`src/rtl/spfc_pkg.sv`:
```
package spfc_pkg;
   typedef enum logic {
      SRC_LIVE   = 1'b0,
      SRC_STORED = 1'b1
   } src_e;
endpackage

```
`src/rtl/spfc_slot_buf.sv`:
```
module spfc_slot_buf #(
   parameter int DATA_W    = 32,
   parameter int NUM_SLOTS = 8,
   localparam int SID_W    = $clog2(NUM_SLOTS)
) (
   input  logic                 clk_i,
   input  logic                 rst_ni,
   input  logic                 wr_en_i,
   input  logic [SID_W-1:0]     wr_sid_i,
   input  logic [DATA_W-1:0]    wr_data_i,
   input  logic                 clr_en_i,
   input  logic [SID_W-1:0]     clr_sid_i,
   input  logic [SID_W-1:0]     rd_sid_i,
   output logic [DATA_W-1:0]    rd_data_o,
   output logic [NUM_SLOTS-1:0] vld_o
);
   logic [DATA_W-1:0]    data_q [NUM_SLOTS];
   logic [NUM_SLOTS-1:0] vld_q;

   for (genvar g = 0; g < NUM_SLOTS; g++) begin : g_slot
      logic wr_here, clr_here;
      assign wr_here  = wr_en_i  && (wr_sid_i  == SID_W'(g));
      assign clr_here = clr_en_i && (clr_sid_i == SID_W'(g));

      always_ff @(posedge clk_i or negedge rst_ni) begin
         if (!rst_ni) begin
            vld_q[g]  <= 1'b0;
            data_q[g] <= '0;
         end else begin
            if (wr_here) begin
               vld_q[g]  <= 1'b1;
               data_q[g] <= wr_data_i;
            end else if (clr_here) begin
               vld_q[g]  <= 1'b0;
            end
         end
      end

      // an occupied slot not being cleared keeps its word
      p_hold_r9: assert property (@(posedge clk_i) disable iff (!rst_ni)
         (vld_q[g] && !clr_here) |=> (vld_q[g] && $stable(data_q[g])))
         else $error("slot %0d lost its word", g);

      // clearing an occupied slot empties it
      p_clear_frees_r8: assert property (@(posedge clk_i) disable iff (!rst_ni)
         (vld_q[g] && clr_here) |=> !vld_q[g])
         else $error("slot %0d not freed by clear", g);
   end

   assign rd_data_o = data_q[rd_sid_i];
   assign vld_o     = vld_q;

   // a write never lands on an occupied slot
   p_no_overwrite_r4: assert property (@(posedge clk_i) disable iff (!rst_ni)
      wr_en_i |-> !vld_q[wr_sid_i])
      else $error("write into occupied slot");

   // slots are empty on the first edge after reset release
   p_reset_empty_r1: assert property (@(posedge clk_i) disable iff (!rst_ni)
      $rose(rst_ni) |-> (vld_q == '0))
      else $error("slots not empty after reset");
endmodule

```
`src/rtl/spfc_repeat_guard.sv`:
```
module spfc_repeat_guard #(
   parameter int NUM_SLOTS = 8,
   localparam int SID_W    = $clog2(NUM_SLOTS)
) (
   input  logic             clk_i,
   input  logic             rst_ni,
   input  logic             req_i,
   input  logic [SID_W-1:0] sid_i,
   input  logic             fire_i,
   output logic             block_o
);
   logic             last_vld_q;
   logic [SID_W-1:0] last_sid_q;

   always_ff @(posedge clk_i or negedge rst_ni) begin
      if (!rst_ni) begin
         last_vld_q <= 1'b0;
         last_sid_q <= '0;
      end else begin
         last_vld_q <= fire_i;
         last_sid_q <= sid_i;
      end
   end

   assign block_o = req_i && last_vld_q && (last_sid_q == sid_i);
endmodule

```
`src/rtl/spfc_out_mux.sv`:
```
module spfc_out_mux #(
   parameter int DATA_W = 32
) (
   input  spfc_pkg::src_e    sel_i,
   input  logic [DATA_W-1:0] live_i,
   input  logic [DATA_W-1:0] stored_i,
   output logic [DATA_W-1:0] data_o
);
   always_comb begin
      unique case (sel_i)
         spfc_pkg::SRC_STORED: data_o = stored_i;
         default:              data_o = live_i;
      endcase
   end
endmodule

```
`src/rtl/spfc_stream_flow_ctrl.sv`:
```
module spfc_stream_flow_ctrl #(
   parameter int DATA_W      = 32,
   parameter int NUM_STREAMS = 8,
   localparam int SID_W      = $clog2(NUM_STREAMS)
) (
   input  logic              clk_i,
   input  logic              rst_ni,
   input  logic              in_vld_i,
   input  logic [SID_W-1:0]  in_sid_i,
   input  logic [DATA_W-1:0] in_data_i,
   output logic              in_ack_o,
   input  logic              snd_req_i,
   input  logic [SID_W-1:0]  snd_sid_i,
   input  logic              clr_i,
   input  logic [SID_W-1:0]  clr_sid_i,
   output logic              out_vld_o,
   output logic              out_src_o,
   output logic [DATA_W-1:0] out_data_o,
   output logic              err_o
);
   import spfc_pkg::*;

   if (DATA_W < 1) begin : g_bad_width
      $error("DATA_W must be at least 1");
   end
   if (NUM_STREAMS < 2 || (NUM_STREAMS & (NUM_STREAMS - 1)) != 0) begin : g_bad_streams
      $error("NUM_STREAMS must be a power of two, at least 2");
   end

   logic [NUM_STREAMS-1:0] slot_vld;
   logic [DATA_W-1:0]      stored_data;
   logic                   blocked, send_ok, slot_hit, in_busy;
   logic                   fwd, fire, wr_en;
   src_e                   src_sel;

   spfc_slot_buf #(.DATA_W(DATA_W), .NUM_SLOTS(NUM_STREAMS)) buf_i (
      .clk_i    (clk_i),
      .rst_ni   (rst_ni),
      .wr_en_i  (wr_en),
      .wr_sid_i (in_sid_i),
      .wr_data_i(in_data_i),
      .clr_en_i (clr_i),
      .clr_sid_i(clr_sid_i),
      .rd_sid_i (snd_sid_i),
      .rd_data_o(stored_data),
      .vld_o    (slot_vld)
   );

   spfc_repeat_guard #(.NUM_SLOTS(NUM_STREAMS)) guard_i (
      .clk_i  (clk_i),
      .rst_ni (rst_ni),
      .req_i  (snd_req_i),
      .sid_i  (snd_sid_i),
      .fire_i (fire),
      .block_o(blocked)
   );

   assign slot_hit = slot_vld[snd_sid_i];
   assign in_busy  = slot_vld[in_sid_i];
   assign send_ok  = snd_req_i && !blocked;
   assign fwd      = send_ok && in_vld_i && (in_sid_i == snd_sid_i) && !slot_hit;
   assign fire     = send_ok && (slot_hit || fwd);
   assign wr_en    = in_vld_i && !fwd && !in_busy;
   assign src_sel  = slot_hit ? SRC_STORED : SRC_LIVE;

   spfc_out_mux #(.DATA_W(DATA_W)) mux_i (
      .sel_i   (src_sel),
      .live_i  (in_data_i),
      .stored_i(stored_data),
      .data_o  (out_data_o)
   );

   assign in_ack_o  = fwd || wr_en;
   assign out_vld_o = fire;
   assign out_src_o = src_sel;
   assign err_o     = snd_req_i && blocked;

   // no stream leaves on two adjacent cycles
   p_no_repeat_r7: assert property (@(posedge clk_i) disable iff (!rst_ni)
      (out_vld_o && $past(out_vld_o)) |-> (snd_sid_i != $past(snd_sid_i)))
      else $error("stream sent on two adjacent cycles");

   // an occupied slot is always drained ahead of live data
   p_stored_first_r5: assert property (@(posedge clk_i) disable iff (!rst_ni)
      (out_vld_o && slot_vld[snd_sid_i]) |-> (out_src_o == 1'b1))
      else $error("live word overtook stored word");

   // an acknowledged word not sent on is held in its slot next cycle
   p_ack_kept_r3: assert property (@(posedge clk_i) disable iff (!rst_ni)
      (in_ack_o && !(out_vld_o && out_src_o == 1'b0)) |=> slot_vld[$past(in_sid_i)])
      else $error("acknowledged word was dropped");

   // error only with a send request
   p_err_needs_req_r10: assert property (@(posedge clk_i) disable iff (!rst_ni)
      err_o |-> (snd_req_i && !out_vld_o))
      else $error("error flag without suppressed request");
endmodule

```
`config.mk`:
```
export PLATFORM = sky130hd
export DESIGN_NAME = spfc_stream_flow_ctrl
export DESIGN_NICKNAME = d
export VERILOG_FILES = /design/src/rtl/spfc_pkg.sv /design/src/rtl/spfc_slot_buf.sv /design/src/rtl/spfc_repeat_guard.sv /design/src/rtl/spfc_out_mux.sv /design/src/rtl/spfc_stream_flow_ctrl.sv
export SDC_FILE = /design/constraint.sdc
export NUM_CORES = 1
export LEC_CHECK = 0
export BUFFER_PORTS_ARGS = -buffer_cell sky130_fd_sc_hd__buf_2
export CORE_MARGIN = 2
export CORE_UTILIZATION = 66
export DETAILED_ROUTE_END_ITERATION = 10
export MAX_ROUTING_LAYER = met4
export PLACE_DENSITY = 0.86
export SYNTH_ARGS = -nofsm -noshare
export SYNTH_HDL_FRONTEND = slang
export SYNTH_SLANG_ARGS = --single-unit
```
`constraint.sdc`:
```
create_clock -name clk_i -period 5.16 [get_ports clk_i]
set_input_delay 0 -clock clk_i [delete_from_list [all_inputs] [get_ports clk_i]]
set_output_delay 0 -clock clk_i [all_outputs]
set_load 0.05 [all_outputs]
```
# After elaboration in Yosys (flattened, before gate mapping)
# Index checks and enable logic that the tools add are counted.
[classes]
n_lt_le_gt_ge = 3
eq_ne = 16
bitwise = 1
n_reduce_logical = 42
muxes = 25
[op_table]
columns = ["operator", "count"]
rows = [
  ["$bmux 32 s3", 1],
  ["$mux 32", 3],
  ["$logic_and 1x1->1", 26],
  ["$eq 3x3->1 const B", 8],
  ["$mux 1", 19],
  ["$reduce_bool 2->1", 8],
  ["$eq 3x2->1 const B", 4],
  ["$lt 3x4->1 const B", 2],
  ["$bmux 1 s3", 2],
  ["$eq 3x1->1 const B", 2],
  ["$eq 3x3->1", 2],
  ["$logic_not 3->1", 2],
  ["$ge 4x4->1 const B", 1],
  ["$logic_not 1->1", 4],
  ["$not 3->4", 1],
  ["$logic_or 1x1->1", 2],
]
[word_totals]
word_cells = 105
in_bits = 46
out_inout_bits = 36
regBits = 268

# Longest topological paths before layout
# Gate-level depths: netlist (run 1).
[depth]
word_depth = 12
depth_mapped = 7
mapped_depth_nobuf = 5

# Modules after synthesis
# A second synthesis (run 1) with hierarchy kept.
[unflattened]
cells_unflattened = 760
area_unflattened_um2 = 12944.9
[by_module_without_submodules]
columns = ["module", "seq_area_each_um2", "n_inst", "area_per_inst_um2", "cells_each"]
rows = [
  ["spfc_slot_buf", 6606.3, 1, 12027.8, 692],
  ["spfc_out_mux", 0.0, 1, 544.3, 36],
  ["spfc_stream_flow_ctrl", 0.0, 1, 230.2, 23],
  ["spfc_repeat_guard", 100.1, 1, 142.6, 9],
]

# Worst setup path after synthesis (run 1)
# OpenSTA, ideal clock, no wires.
[synth_timing]
path_type = "register to register"
from = "reg buf_i.vld_q[7], in the netlist buf_i.vld_o[7]"
to = "reg buf_i.data_q[194] (netlist name)"
setup_time_ns = 0.125
path_stages_with_launch = 7
path_buffers = 1
arrival_time_ns = 2.327
setup_slack_ns = 2.707
synth_period_minus_slack_ns = 2.453
required_ns = 5.035
cell_sequence = "dfrtp_1 mux4_2 mux2i_1 inv_2 o311ai_4 buf_6 mux2_4"
[synth_via]
elab_chain_cells = 8
elab_cells_between_ends = 11
classes_between = "mux (4); reduce/logical (7)"
[synth_rtl]
columns = ["element", "line_no", "text"]
rows = [
  ["start: declaration", "spfc_slot_buf.sv:18", "logic [NUM_SLOTS-1:0] vld_q;"],
  ["start signal: indexed assignment", "spfc_slot_buf.sv:27", "vld_q[g] <= 1'b0;"],
  ["start signal: indexed assignment", "spfc_slot_buf.sv:31", "vld_q[g] <= 1'b1;"],
  ["start signal: indexed assignment", "spfc_slot_buf.sv:34", "vld_q[g] <= 1'b0;"],
  ["$bmux 1 s3", "spfc_stream_flow_ctrl.sv:58", "assign slot_hit = slot_vld[snd_sid_i];"],
  ["$mux 1 (not written as such)", "spfc_stream_flow_ctrl.sv:58", ""],
  ["$logic_not 1->1", "spfc_stream_flow_ctrl.sv:61", "assign fwd = send_ok && in_vld_i && (in_sid_i == snd_sid_i) && !slot_hit;"],
  ["$logic_and 1x1->1", "spfc_stream_flow_ctrl.sv:61", ""],
  ["$logic_not 1->1", "spfc_stream_flow_ctrl.sv:63", "assign wr_en = in_vld_i && !fwd && !in_busy;"],
  ["$logic_and 1x1->1", "spfc_stream_flow_ctrl.sv:63", ""],
  ["$logic_and 1x1->1 *", "spfc_stream_flow_ctrl.sv:63", ""],
  ["$logic_and 1x1->1 *", "spfc_slot_buf.sv:22", "assign wr_here = wr_en_i && (wr_sid_i == SID_W'(g));"],
  ["end signal: indexed assignment", "spfc_slot_buf.sv:32", "data_q[g] <= wr_data_i;"],
  ["end: declaration", "spfc_slot_buf.sv:17", "logic [DATA_W-1:0] data_q [NUM_SLOTS];"],
]
# Every way passes the cells marked *; elsewhere a longest branch is shown, timed or not. The select of a mux whose other input is x is not followed.
# A chain may end at the register's enable or synchronous reset.

# Final worst setup path (run 1)
[layout_timing]
from = "reg buf_i.vld_q[5], in the netlist buf_i.vld_o[5]"
to = "reg buf_i.data_q[8] (netlist name)"
# Same word-level chain as after synthesis.

==> flow_summary.toml, run 1 <==
[setup_path]
critPathSlowestCell = "o31ai_4"
critical_path_buf_inv_count = 2
path_cells = "mux4_2 > mux2i_4 > inv_2 > o31ai_4 > buf_4 > mux2_4"
startpoint_type = "flop"
worstPathArrival_ns = 3.47
cpPeakStageDelay_ns = 0.86
critical_path_class = "reg2reg"
r2r-end = "buf_i.data_q[8]"
r2r-start = "buf_i.vld_o[5]"
crit_required_ns = 5.58
r2r_slack_ns = 2.11
critPathTopFamily = "multiplexers"
reg2regPathDepth = 6
crit_fanout = 12
crit_path_end_kind = "flop"

[sta]
rsz0062_at_grt = "no"
setup_viol = 0
maxSlewHeadroom_pct = 20.5
fin_crit_sh_pct = 59.2
finClkSkew_ns = 0.0101
totalNegativeSetupSlack_ns = 0
drv_slew = 0
period_needed_ns = 3.05
hold_viol = 0
tightest_slew_ns = 1.19
fmaxAchievable_mhz = 327

[pwr]
cellPowerDensity_nw_per_um2 = 529
p_leak_nw = 7.53
ir_drop_uv = 488
power_mw = 8.13

[floorplanning]
start_util_pct = 67.0
dieArea_sq_um = 21600
chipHeight_um = 147
die_x_um = 147
ios = 82
coreArea_sq_um = 20200
fp-row-count = 52

[min_path]
min_path_type = "in2reg"
min_from = "snd_sid_i[2]"
whs_path_depth = 1
holdPathEnd = "guard_i.last_sid_q[2]"

[clocking]
cts_tree = "done"
post_cts_resized = 0
clk_path_buf_depth = 3
cts-htree-levels = 1
insertion_delay_ns = 0.53
numCtsBuffers = 28
cts.sinks = 268
clk_pin_slew_ns = 0.06
cts.root.buffer_cell = "clkbuf_16"

[synthesis]
postSynthAreaPerCell_sq_um = 16.9
synthCells = 800
ys_ff_latch = 268
yosysUniqueCellTypes = 29
synth.net_count = 846
netlist_area_sq_um = 13500
seq_area_frac_synth_pct = 49.6
yosysWarningCount = 0

[final_layout]
final_core_util_pct = 76.2
nets = 961
syn_to_final_growth_pct = 13.7
drive_above_1_share_pct = 51.3
diodes = 0

[detailed_routing]
antenna_left = 0
drc = 0
wirelength_um = 29600
vias = 7491
viasPerCell = 6.23
drt_iter0_markers = 462
route.detailed.wl_per_inst_um = 24.6
dr.pass1.iters = 4

[global_route]
grt_antenna_before_repair = 0
grt_pass1_vias = 8645
track_usage_pct = 30.2
grt_max_degree = 163
grt_pass1_wl_um = 49500
grt-ovfl-total = 0

[job]
drv_cap = 0

[placement]
gp_congestion = 0.838
dp_hpwl_um = 17200
port_buffers = 81

[status]
status = "complete, no violations"
## layout by cell type (no fill, tap or decap), drive strengths merged
cell and count:
mux4 68, o41ai 1, nor4b 3, nand4 1
o311ai 1, and3 1, buf 99, o31ai 9
inv 3, dlygate4sd3 41, mux2 256, nand2b 5
dfrtp 268, xor2 3, and2 2, nor4 1
o21ai 38, xnor2 3, nor2 1, clkinv 5
mux2i 34, nand2 43, clkbuf 42, nor4bb 4
a21oi 1
## cell usage after synthesis, drive strengths merged
cell	count	area, sq um
mux4	68	1530
o41ai	1	27.5
mux2i	34	340
o311ai	1	26.3
o21ai	38	190
buf	40	348
and2	2	12.5
mux2	256	3750
nand4	1	12.5
xor2	3	33.8
and3	1	6.26
nand2	43	161
nor2	1	3.75
o31ai	9	164
xnor2	3	26.3
nand2b	5	31.3
inv	2	7.50
dfrtp	268	6710
nor4b	3	26.3
nor4	1	6.26
clkbuf	15	56.3
nor4bb	4	40.0
a21oi	1	5.00
## through the flow
stage / hold WS, ns / cell area (sq um) / std cells / worst slack [ns]
floorplan: -0.296 / 13500 / 800 / 2.71
global placement: 0.0826 / 14100 / 1114 / 1.85
detailed placement: 0.102 / 14100 / 1114 / 1.83
CTS: 0.0583 / 15400 / 1203 / 2.14
global route: 0.101 / 15400 / 1203 / 2.03
finish: 0.0756 / 15400 / 1203 / 2.11
## how the worst max path moves through the flow
| stage | cells past startpoint | endpoint | from |
|---|---|---|---|
| floorplan | 6 | buf_i.data_q[194] | buf_i.vld_o[7] |
| global placement | 7 | buf_i.data_q[28] | snd_sid_i[0] |
| detailed placement | 7 | buf_i.data_q[8] | snd_sid_i[0] |
| CTS | 6 | buf_i.data_q[8] | buf_i.vld_o[0] |
| global route | 6 | buf_i.data_q[26] | buf_i.vld_o[4] |
| finish | 6 | buf_i.data_q[8] | buf_i.vld_o[5] |
## sequential cells by signal, indices dropped and copies added (netlist names)
| name | count |
|---|---|
| buf_i.data_q | 256 |
| buf_i.vld_o | 8 |
| guard_i.last_sid_q | 3 |
| guard_i.last_vld_q | 1 |
## cell type report
class	instances	area [sq um]
Timing Repair Buffer	140	1010
Fill cell	1129	4800
Tap cell	270	338
Clock buffer	42	855
Inverter	2	7.51
Sequential cell	268	6710
Multi-Input combinational cell	475	6410
Clock inverter	6	33.8
## worst register-to-register path, delay by kind of cell (launching register included)
family	cells	cell delay, ns
multiplexers	3	1.04
flip-flops	1	0.41
AO/OA/AOI/OAI	1	0.86
buffers and inverters	2	0.62
## where the power goes
part	switching, mW	internal, mW
clock	0.815	1.13
combinational	1.11	1.59
sequential	0.523	2.95
## routing by layer
layer / up-vias / global-route usage, % / wire [um]
li1: 3201 / - / -
met1: 3996 / 39.5 / 12100
met2: 229 / 50.7 / 15500
met3: 65 / 3.91 / 1230
met4: 0 / 8.22 / 783
met5: - / - / 0
## cells by family (layout without fill, tap and decap cells)
logic type	count (synthesis)	in the layout	share of synthesized area [%]
buf+inv	57	190	3.05
simple gates	61	61	2.22
flops	268	268	49.6
xor+xnor	6	6	0.444
mux	358	358	41.6
compound gates	50	50	3.05
## timing repair
item,4_1_cts,5_1_grt
endpoints found under the hold margin,371,0
buffers inserted,0,0
hold buffers,41,0
Power figures use the tool's default switching activity.
==> run 2: changes to the inputs <==
--- a/config.mk
+++ b/config.mk
@@ -7,10 +7,10 @@
 export LEC_CHECK = 0
 export BUFFER_PORTS_ARGS = -buffer_cell sky130_fd_sc_hd__buf_2
 export CORE_MARGIN = 2
-export CORE_UTILIZATION = 66
+export CORE_UTILIZATION = 55
 export DETAILED_ROUTE_END_ITERATION = 10
 export MAX_ROUTING_LAYER = met4
-export PLACE_DENSITY = 0.86
+export PLACE_DENSITY = 0.76
 export SYNTH_ARGS = -nofsm -noshare
 export SYNTH_HDL_FRONTEND = slang
 export SYNTH_SLANG_ARGS = --single-unit
==> constraint.sdc (replaced) <==
create_clock -name clk_i -period 2.8 [get_ports clk_i]
set_input_delay 0 -clock clk_i [delete_from_list [all_inputs] [get_ports clk_i]]
set_output_delay 0 -clock clk_i [all_outputs]
set_load 0.05 [all_outputs]
==> run 2 against run 1 <==
Effect of this change:
- sequential share of layout area shrank 0.91 points
- utilization shrank 11 points
- sequential power grew 82%
- final area grew 2.1%
- worst setup slack lost 2.0 ns
- routed wire length shrank 4.3%
- critical endpoint is now out_data_o[30]
- largest power group unchanged
==> flow_summary.toml, run 2 (same netlist as run 1, synthesis figures left out) <==
[final_layout]
syn_to_final_growth_pct = 16.1
final_cell_mix = "dfrtp_1, mux2_4, buf_2, mux4_2"
nets = 970
instances_no_fill = 1269
multiInputGateArea_sq_um = 6410
regMostFlops = "buf_i.data_q"
nFillCells = 1653
largest_reg_flops = 256
drive_above_1_share_pct = 51.9
diodes = 0
final_common_cell = "dfrtp_1"
register_area_sq_um = 6710

[setup_path]
critPathSlowestCell = "mux4_2"
critPathTopFamily = "multiplexers"
critical_path_class = "reg2out"
crit_path_start = "buf_i.vld_o[6]"
worstPathArrival_ns = 2.66
crit_fanout = 65
r2r-start = "buf_i.vld_o[6]"
reg2regPathDepth = 6
crit_path_end_kind = "output pin"
cpPeakStageDelay_ns = 0.51
r2r-end = "buf_i.data_q[94]"
critical_path_buf_inv_count = 2
r2r_slack_ns = 0.22
startpoint_type = "flop"
worstSetupEndpoint = "out_data_o[30]"
crit_required_ns = 2.80
cp.depth = 6
path_cells = "mux4_2 > mux2i_4 > buf_12 > nand2_1 > o21ai_0 > buf_2"

[clocking]
insertion_delay_ns = 0.53
cts.root.buffer_cell = "clkbuf_16"
cts-htree-levels = 1
cts_tree = "done"
postCtsSetupBuffers = 0
clk_path_buf_depth = 3
numCtsBuffers = 28
clk_pin_slew_ns = 0.06
cts.sinks = 268

[global_route]
grt_pass1_wl_um = 46200
grt_pass1_vias = 8165
grt_antenna_before_repair = 0
grt_max_degree = 110
grt-ovfl-total = 0
track_usage_pct = 23.2

[pwr]
cellPowerDensity_nw_per_um2 = 962
p_sw_share_pct = 29.0
clkPwrFrac_pct = 25.4
p_int_mw = 10.7
combPwrFrac_pct = 32.7
seq_power_share_pct = 41.9
ir_drop_uv = 584
power_mw = 15.1
power.switching_mw = 4.39
p_leak_nw = 7.66

[floorplanning]
die_x_um = 161
chipHeight_um = 161
coreArea_sq_um = 24200
start_util_pct = 55.7
fp-row-count = 57
dieArea_sq_um = 25800
ios = 82

[placement]
port_buffers = 81
gp_congestion = 0.818
dp_cells = 1174
dp_hpwl_um = 16100

[detailed_routing]
vias = 7361
route.detailed.wl_per_inst_um = 22.4
antenna_left = 0
viasPerCell = 5.80
wirelength_um = 28400
drt_iter0_markers = 500
drc = 0
dr.pass1.iters = 4

[sta]
fmaxAchievable_mhz = 376
tightest_slew_ns = 0.841
hold_viol = 0
maxSlewHeadroom_pct = 43.9
drv_slew = 0
rsz0062_at_grt = "no"
totalNegativeSetupSlack_ns = 0
period_needed_ns = 2.66
fin_crit_sh_pct = 94.9
setup_viol = 0
finClkSkew_ns = 0.00976

[job]
drv_cap = 0

[min_path]
min_path_type = "in2reg"

[status]
status = "complete, no violations"
==> run 2: layout make-up <==
type | count | share of cell area, %
Multi-Input combinational cell | 475 | 40.9
Inverter | 2 | 0.0478
Clock inverter | 9 | 0.646
Sequential cell | 268 | 42.7
Tap cell | 324 | 2.58
Timing Repair Buffer | 149 | 7.62
Clock buffer | 42 | 5.51
==> run 2: metal layers <==
metal / vias to the layer above / GRT usage (%) / wire (um)
met4: 0 / 4.59 / 389
met3: 35 / 3.15 / 1510
met5: - / - / 0
met2: 196 / 35.8 / 13500
li1: 3222 / - / -
met1: 3908 / 33.8 / 13000
==> run 2: repair_timing <==
item | CTS | global route
hold buffers | 43 | 1
hold endpoints to repair | 533 | 1
setup endpoints to repair | 4 | 2
gates resized for setup | 1 | 3
==> run 2: how the worst min path moves through the flow <==
stage / from / end / slack, ns / cells past startpoint
2_1_floorplan: rst_ni / buf_i.data_q[0] / -0.30 / 0
3_3_place_gp: rst_ni / buf_i.data_q[59] / -0.05 / 1
3_5_place_dp: rst_ni / buf_i.data_q[155] / -0.05 / 1
4_1_cts: in_sid_i[0] / buf_i.vld_o[5] / 0.004 / 4
5_1_grt: in_sid_i[0] / buf_i.vld_o[5] / 0.01 / 4
6_report: in_vld_i / buf_i.vld_o[5] / 0.04 / 4
==> run 2: power groups by stage <==
stage	Combinational [mW]	Sequential, mW	Clock, mW
detailed placement	4.87	6.33	0
global route	5.26	6.51	4.05
global placement	4.72	6.28	0
CTS	4.97	6.32	3.90
finish	4.95	6.32	3.83
floorplan	4.15	6.02	0
==> run 2: worst reg2reg max path, stage by stage (launching register included) <==
cell	delay, ns
dfrtp_1	0.41
mux4_2	0.51
mux2i_4	0.21
inv_2	0.21
o31ai_4	0.42
buf_12	0.32
mux2_2	0.39
==> run 2: per-stage QoR <==
| step | area [sq um] | setup slack, ns | utilization, % | hold WS (ns) |
|---|---|---|---|---|
| detailed placement | 14300 | 0.265 | 58.8 | -0.0542 |
| finish | 15700 | 0.142 | 64.7 | 0.0352 |
| CTS | 15700 | 0.0268 | 64.6 | 0.00415 |
| global placement | 14300 | 0.367 | 58.8 | -0.0479 |
| global route | 15700 | 0.0479 | 64.7 | 0.0149 |
| floorplan | 13500 | 0.347 | - | -0.296 |
==> run 3: changes to the inputs <==
--- a/config.mk
+++ b/config.mk
@@ -6,7 +6,7 @@
 export NUM_CORES = 1
 export LEC_CHECK = 0
 export BUFFER_PORTS_ARGS = -buffer_cell sky130_fd_sc_hd__buf_2
-export CORE_MARGIN = 2
+export CORE_MARGIN = 4
 export CORE_UTILIZATION = 55
 export DETAILED_ROUTE_END_ITERATION = 10
 export MAX_ROUTING_LAYER = met4
==> run 3 against run 2 <==
Effect of this change:
- global-route usage decreased by 0.78 points
- critical path depth unchanged
- maximum frequency about the same
- flip-flop and latch count unchanged
- sequential power about the same
- routed wire length increased by 0.36%
- sequential share of layout area about the same
- clock power increased by 2%
- highest routed layer unchanged
- clock-buffer cell count decreased by 2
- via count decreased by 0.38%
- hold slack improved by 0.018 ns
- die area increased by 5.0%
==> flow_summary.toml, run 3 (same netlist as run 1, synthesis figures left out) <==
[floorplanning]
fp-row-count = 57
ios = 82
chipHeight_um = 165
start_util_pct = 55.7
dieArea_sq_um = 27100
coreArea_sq_um = 24200
die_x_um = 165

[pwr]
ir_drop_uv = 822
p_leak_nw = 7.66
cellPowerDensity_nw_per_um2 = 966

[clocking]
cts-htree-levels = 1
clk_pin_slew_ns = 0.06
cts.root.buffer_cell = "clkbuf_16"
postCtsSetupBuffers = 0
clk_path_buf_depth = 3
cts.sinks = 268
numCtsBuffers = 29
insertion_delay_ns = 0.55
cts_tree = "done"

[setup_path]
worstPathArrival_ns = 2.66
crit_required_ns = 2.80
crit_fanout = 65
critical_path_class = "reg2out"
startpoint_type = "flop"
crit_path_end_kind = "output pin"

[final_layout]
final_common_cell = "dfrtp_1"
drive_above_1_share_pct = 52.1
regMostFlops = "buf_i.data_q"
largest_reg_flops = 256
final_cell_mix = "dfrtp_1, mux2_4, buf_2, mux4_2"
final_core_util_pct = 64.8
nets = 974
syn_to_final_growth_pct = 16.2
design_area_sq_um = 15700
nFillCells = 1712

[detailed_routing]
drc = 0
antenna_left = 0
vias = 7333
route.detailed.wl_per_inst_um = 22.3
viasPerCell = 5.76
wirelength_um = 28500
drt_iter0_markers = 413
dr.pass1.iters = 4

[sta]
tightest_slew_ns = 0.933
rsz0062_at_grt = "no"
setup_slack_ns = 0.143
hold_viol = 0
fin_crit_sh_pct = 94.9
period_needed_ns = 2.66
maxSlewHeadroom_pct = 37.8
drv_slew = 0
whs_ns = 0.0533
totalNegativeSetupSlack_ns = 0
fmaxAchievable_mhz = 376
setup_viol = 0
finClkSkew_ns = 0.0125

[global_route]
top_usage_layer = "met2"
grt_antenna_before_repair = 1
grt-ovfl-total = 0
track_usage_pct = 22.5
grt_pass1_wl_um = 46600
grt_max_degree = 119
grt_pass1_vias = 8143
gr-usage-met1_pct = 32.7
use_met3_pct = 2.85
use_met2_pct = 34.8

[placement]
dp_hpwl_um = 16200
port_buffers = 81
gp_congestion = 0.770
placed_area_sq_um = 14300
dp_slack_ns = 0.358

[job]
drv_cap = 0

[min_path]
min_path_type = "in2reg"

[status]
status = "complete, no violations"
-- run 3: metrics by stage --
stage | instances | total power [mW]
6_report | 1274 | 15.2
5_1_grt | 1274 | 15.9
4_1_cts | 1273 | 15.3
3_5_place_dp | 1178 | 11.2
3_3_place_gp | 1178 | 11.0
2_1_floorplan | 800 | 10.2
-- run 3: routing by layer --
layer,up-vias,wire length (um)
met5,-,0
met4,0,501
met3,34,1050
met2,131,13600
met1,3935,13300
li1,3233,-
-- run 3: critical path, stage by stage (launching register included) --
cell and delay, ns:
dfrtp_1 0.40, mux4_2 0.51, mux2i_4 0.19, buf_8 0.38, nand2_1 0.10, o21ai_0 0.18, buf_2 0.34
-- run 3: final cells by class --
| type | instances | area [sq um] | share of cell area (%) |
|---|---|---|---|
| Sequential cell | 268 | 6710 | 42.7 |
| Timing Repair Buffer | 152 | 1190 | 7.60 |
| Clock buffer | 40 | 837 | 5.33 |
| Multi-Input combinational cell | 475 | 6410 | 40.8 |
| Tap cell | 324 | 405 | 2.58 |
| Antenna cell | 1 | 2.50 | 0.0159 |
| Clock inverter | 12 | 144 | 0.916 |
| Inverter | 2 | 7.51 | 0.0478 |
-- run 3: power breakdown --
| part | total [mW] | switching (mW) | internal [mW] |
|---|---|---|---|
| clock | 3.91 | 1.56 | 2.36 |
| sequential | 6.32 | 0.885 | 5.44 |
| combinational | 4.93 | 1.97 | 2.95 |
-- run 3: timing repair --
action | 4_1_cts | 5_1_grt
endpoints found under the hold margin | 380 | 0
hold buffers | 43 | 0
cloned | 0 | 0
gates resized for setup | 1 | 2
endpoints found under the setup margin | 3 | 2
-- run 3: path summary, 6_finish.rpt --
| kind | from | to | slack, ns | cells past startpoint |
|---|---|---|---|---|
| setup / recovery | buf_i.vld_o[7] | out_data_o[29] | 0.14 | 6 |
| hold / removal | snd_req_i | guard_i.last_vld_q | 0.05 | 4 |
| setup reg to reg | buf_i.vld_o[7] | buf_i.data_q[192] | 0.28 | 6 |
| hold reg to reg | buf_i.data_q[95] | buf_i.data_q[95] | 0.50 | 1 |
| max in group asynchronous | rst_ni | buf_i.data_q[222] | 1.77 | 3 |
| min in group asynchronous | rst_ni | buf_i.data_q[179] | 0.13 | 2 |
